[config.mk]
export PLATFORM = sky130hd
export DESIGN_NAME = dsc_store_fifo
export DESIGN_NICKNAME = d
export VERILOG_FILES = /design/src/rtl/dsc_store_fifo.sv
export SDC_FILE = /design/constraint.sdc
export NUM_CORES = 2
export LEC_CHECK = 0
export BUFFER_PORTS_ARGS = -buffer_cell sky130_fd_sc_hd__buf_2
export CORE_AREA = 8 8 520 522
export CTS_CLUSTER_SIZE = 28
export DETAILED_ROUTE_END_ITERATION = 6
export DIE_AREA = 0 0 528 530
export PLACE_DENSITY_LB_ADDON = 0.08
export SLEW_MARGIN = 10
export SYNTH_ARGS = -nofsm -noshare
export SYNTH_HDL_FRONTEND = slang
export SYNTH_SLANG_ARGS = --single-unit
[constraint.sdc]
create_clock -name clk -period 7.65 [get_ports clk]
set_input_delay 2.295 -clock clk [delete_from_list [all_inputs] [get_ports clk]]
set_output_delay 2.295 -clock clk [all_outputs]
set_load 0.03 [all_outputs]
[src/rtl/dsc_store_fifo.sv]
module dsc_store_fifo #(
  parameter int unsigned W     = 64,
  parameter int unsigned DEPTH = 64
) (
  input  logic         clk,
  input  logic         rst_n,
  input  logic         push,
  input  logic [W-1:0] push_word,
  input  logic         pop,
  output logic [W-1:0] head_word,
  output logic         empty,
  output logic         full
);
  localparam int unsigned PTR_W = (DEPTH > 1) ? $clog2(DEPTH) : 1;
  localparam int unsigned CNT_W = PTR_W + 1;

  function automatic logic [PTR_W-1:0] ptr_inc(input logic [PTR_W-1:0] p);
    return (p == PTR_W'(DEPTH - 1)) ? '0 : p + 1'b1;
  endfunction

  logic [W-1:0]     slots [DEPTH];
  logic [PTR_W-1:0] wr_ptr, rd_ptr;
  logic [CNT_W-1:0] fill;
  logic             do_push, do_pop;

  assign empty     = (fill == '0);
  assign full      = (fill == CNT_W'(DEPTH));
  assign do_push   = push && !full;
  assign do_pop    = pop && !empty;
  assign head_word = slots[rd_ptr];

  always_ff @(posedge clk) begin
    if (do_push) slots[wr_ptr] <= push_word;
  end

  always_ff @(posedge clk or negedge rst_n) begin
    if (!rst_n) begin
      wr_ptr <= '0;
      rd_ptr <= '0;
      fill   <= '0;
    end else begin
      if (do_push) wr_ptr <= ptr_inc(wr_ptr);
      if (do_pop)  rd_ptr <= ptr_inc(rd_ptr);
      case ({do_push, do_pop})
        2'b10:   fill <= fill + 1'b1;
        2'b01:   fill <= fill - 1'b1;
        default: fill <= fill;
      endcase
    end
  end


  no_push_full_chk: assert property (@(posedge clk) disable iff (!rst_n)
    full |-> !push);

  no_pop_empty_chk: assert property (@(posedge clk) disable iff (!rst_n)
    empty |-> !pop);
endmodule

; ---- Word-level counts from Yosys, hierarchy flattened
; Memory sizes are Yosys's and may differ from the RTL's.
; Cells that the tools add are included.
[op_classes]
n_reduce_logical = 6
n_shift = 0
order_cmp = 0
n_div = 0
n_eq_ne = 5
n_addsub = 4
mux = 5
mul = 0
bitwise_logic = 0
[ops]
columns = operator, count
row1 = $pmux W7 S2, 1
row2 = $add A6 B1 Y6 const B, 2
row3 = $eq A6 B6 Y1 const B, 2
row4 = $mux W6, 2
row5 = $add A7 B1 Y7 const B, 1
row6 = $eq A7 B7 Y1 const B, 1
row7 = $logic_not A7 Y1, 1
row8 = $sub A7 B1 Y7 const B, 1
row9 = $eq A2 B1 Y1 const B, 1
row10 = $eq A2 B2 Y1 const B, 1
row11 = $logic_and A1 B1 Y1, 2
row12 = $logic_not A1 Y1, 2
row13 = $mux W1, 2
row14 = $reduce_bool A2 Y1, 1
[totals]
regBits = 19
inputBits = 68
out_inout_bits = 66
word_cells = 24
latchBits = 0
n_memories = 1
ram_bits = 4096
romBits = 0
[memory_table]
columns = memory, words, word_bits, rd, rd_ports_with_merged_regs, write_ports, line_no
row1 = slots, 64, 64, 1, 0, 1, 21  ; logic [W-1:0] slots [DEPTH];

; ---- Longest topological paths before layout
[logic_depth]
ltp_word = 5
depth_mapped = 11
ltp_nobuf = 10

; ---- Worst setup path after synthesis
; Ideal clock, no wire load.
[synth_path]
path_kind = in2reg
from = input port push
to = memory slots[59][0] (enable)
setup_ns = 0.487
slack_ns = 1.632
n_path_buf = 0
required_time_ns = 7.163
arrival_time_ns = 5.531
path_stages = 4
cell_sequence = o31ai_2 > nor2_1 > nand3_1 > nor2_1
[synth_via]
elab_chain_len = 3
[synth_rtl]
columns = item, line_no
row1 = start: declaration, 7  ; input logic push,
row2 = $logic_and A1 B1 Y1, 28  ; assign do_push = push && !full;
row3 = $mux W1, 33  ; if (do_push) slots[wr_ptr] <= push_word;
row4 = $mux W1 (not written as such), 33
row5 = end: declaration, 21
; Every way passes these cells.

; ---- Worst setup path in the final report
[layout_path]
from = register rd_ptr[0]
to = output port head_word[44]
[layout_via]
elab_chain_len = 1
[layout_rtl]
columns = item, line_no
row1 = start: declaration, 22  ; logic [PTR_W-1:0] wr_ptr, rd_ptr;
row2 = start signal: assignment, 43  ; if (do_pop) rd_ptr <= ptr_inc(rd_ptr);
row3 = $mem_v2 Z64 W64, -
row4 = end: declaration, 10  ; output logic [W-1:0] head_word,
; Every way passes these cells.

==> impl_metrics.ini <==
[finish]
drive_gt1_share_pct = 26.9
final_nets = 7270
area_growth_pct = 12.5
regArea_um2 = 123000
fillerInstances = 16400
multiInputGateArea_um2 = 31700
final_area_um2 = 176000

[worst_setup_path]
r2r-end = slots[7][12]
crit_path_start_kind = flop
cp.required_ns = 5.36
crit_arrival_ns = 4.75
criticalPathCategory = flop to output pin
critical-path-slowest-cell = dfrtp_4
path_max_fanout = 31
cp_cell_sequence = buf_4 > mux4_2 > a22o_1 > a211oi_1 > a211oi_1 > buf_4 > or3_1 > buf_2
cpLargestDelayFamily = buffers and inverters
reg2reg_slack_ns = 3.51
crit_path_end_kind = output pin
critical_path.max_stage_delay_ns = 0.87
reg2reg_depth = 4
r2r-start = wr_ptr[2]
crit_buf_inv = 3

[detailed_routing]
via_per_inst = 7.01
drt-pass1-iter-count = 7
wl_per_cell_um = 38.8
drt_iter0_drc = 10600
vias = 77500
wirelength_um = 429000
drc = 0
ant_nets = 0

[logic_synthesis]
yosys_most_used_dff = edfxtp_1
syn_nets = 6852
syn_area_per_cell_um2 = 23.1
syn_inst = 6775
yosysTopAreaCell = edfxtp_1
yosysTopAreaCellShare_pct = 78.5
synth_edf_count = 4096
ys_ff_latch = 4115
synth_area_leaders = edfxtp_1 (79%), mux4_2 (14%), mux2i_1 (2.1%)
synth_seq_area_share_pct = 78.8
yosysWarnings = 0
syn-cell-area_um2 = 157000
synthDistinctLibCells = 53
ys_async_sr_fraction_pct = 0.462

[die]
core_um2 = 262000
fp.dieW_um = 528
die-area_um2 = 280000
start_util_pct = 59.9
ios = 134
std_cell_rows = 188
dieHeight_um = 530

[placement]
placed_cell_area_um2 = 163000
port-buffer-count = 133
dp_hpwl_um = 228000
gp_congestion = 0.793

[flow_run]
maxCapViolCount = 0

[clock_tree]
h-tree-depth = 5
clk_pin_slew_ns = 0.06
cts_buffers = 408
cts_sinks = 4115
clockRootBuffer = clkbuf_16
ctsHoldBuffers = 0
cts_tree = done
cts_buffer_depth = 4
cts_setup_buffers = 0
ctsResizeCount = 0
clock_latency_ns = 0.92

[timing]
period_share_pct = 92.1
finalHoldViolCount = 0
finalSetupTns_ns = 0
relSlewSlack_pct = 14.0
finalClockSkew_ns = 0.0628
setup_viol = 0
tightestPinTransition_ns = 1.29
layout_min_cycle_time_ns = 7.05
rsz0062_at_grt = false
clock.fmax_ghz = 0.142
drv_slew = 0

[global_routing]
grt_pass1_wl_um = 594000
overflow = 0
track_usage_pct = 30.3
first_global_vias = 76300
grt_max_degree = 125
antenna_found_initial = 35

[worst_hold_path]
min_to = fill[0]
hold_depth = 1
hp-start = fill[0]
hp-class = flop to flop

[power]
vdd_drop_max_v = 0.000377
leakagePower_nw = 55.5
powerDensity_nw_per_um2 = 367

[run_status]
status = finished, final reports clean
-- layer usage --
layer | part of all wire [%] | vias up | wire (µm) | track usage [%]
met5 | 0.018 | - | 78 | 0
met4 | 3.3 | 12 | 14200 | 9.08
met3 | 10 | 732 | 44500 | 6.04
met2 | 49 | 4562 | 208000 | 48.7
met1 | 38 | 42200 | 162000 | 43.1
li1 | - | 30000 | - | -
-- cells by family after synthesis --
logic type	Yosys count	synth area share (%)
flip-flops	4115	78.8
multiplexers	1286	15.8
AO/OA/AOI/OAI	624	2.93
buffers and inverters	401	1.25
AND/OR/NAND/NOR	331	1.02
XOR/XNOR	9	0.0503
adder cells (fa/ha/maj)	9	0.0767
-- cells in the mapped netlist, types with 35 or more instances --
master	count
edfxtp_1	4096
mux4_2	951
mux2i_1	328
clkbuf_1	193
a211oi_1	128
buf_2	113
nand2_1	103
a22oi_1	98
nor2_1	76
o221ai_1	68
a21oi_1	67
o22ai_1	52
a22o_1	50
or3_1	45
nor2b_1	41
nand3_1	37
a221oi_1	35
-- where the power goes --
| part | internal [W] | switching (W) | total (W) |
|---|---|---|---|
| clock | 0.0113 | 0.00839 | 0.0197 |
| sequential | 0.0255 | 0.000468 | 0.0260 |
| combinational | 0.00744 | 0.0115 | 0.0189 |
-- stage by stage --
stage | instances | total power (W) | hold slack [ns] | utilization (%) | setup WS (ns)
global placement | 10300 | 0.0453 | 0.495 | 62.4 | 1.56
CTS | 11000 | 0.0649 | 0.521 | 67.4 | 0.549
global route | 11000 | 0.0666 | 0.536 | 67.4 | 0.438
detailed placement | 10300 | 0.0455 | 0.507 | 62.4 | 1.56
floorplan | 6775 | 0.0388 | 0.469 | - | 1.63
finish | 11100 | 0.0646 | 0.527 | 67.4 | 0.603
-- worst max path at each step --
stage	start	to	slack [ns]	cells after the start
4_1_cts	rd_ptr[0]	head_word[44]	0.55	8
3_5_place_dp	rd_ptr[0]	head_word[44]	1.56	8
5_1_grt	rd_ptr[0]	head_word[11]	0.44	8
6_report	rd_ptr[0]	head_word[44]	0.60	8
2_1_floorplan	push	slots[59][0]	1.63	4
3_3_place_gp	rd_ptr[0]	head_word[44]	1.56	8
-- state kept, by name, indices dropped and copies added (netlist names) --
name / flops
slots: 4096
wr_ptr: 6
fill: 7
rd_ptr: 6
-- layout by cell type (no fill, tap or decap), types with 79 or more instances in the layout --
cell type / count
mux2i_1: 328
nand2_1: 102
clkbuf_16: 413
clkinv_1: 86
buf_2: 133
edfxtp_1: 4096
a211oi_1: 128
buf_4: 203
mux4_2: 951
clkbuf_1: 79
a22oi_1: 98
-- worst register-to-register path, delay by kind of cell, from the launching register on --
family / cells / cell delay, ns
AO/OA/AOI/OAI: 1 / 0.62
buffers and inverters: 1 / 0.58
flip-flops: 1 / 0.63
AND/OR/NAND/NOR: 2 / 1.92
-- layout make-up --
cell class	count	share of cell area, %
timing repair buffer	399	1.96
tap	3515	2.50
multi-input combinational	2259	18.0
sequential	4115	70.1
inverter	10	0.0241
clock buffer	492	6.03
clock inverter	245	1.38
antenna	19	0.0270
Power figures use the tool's default switching activity.
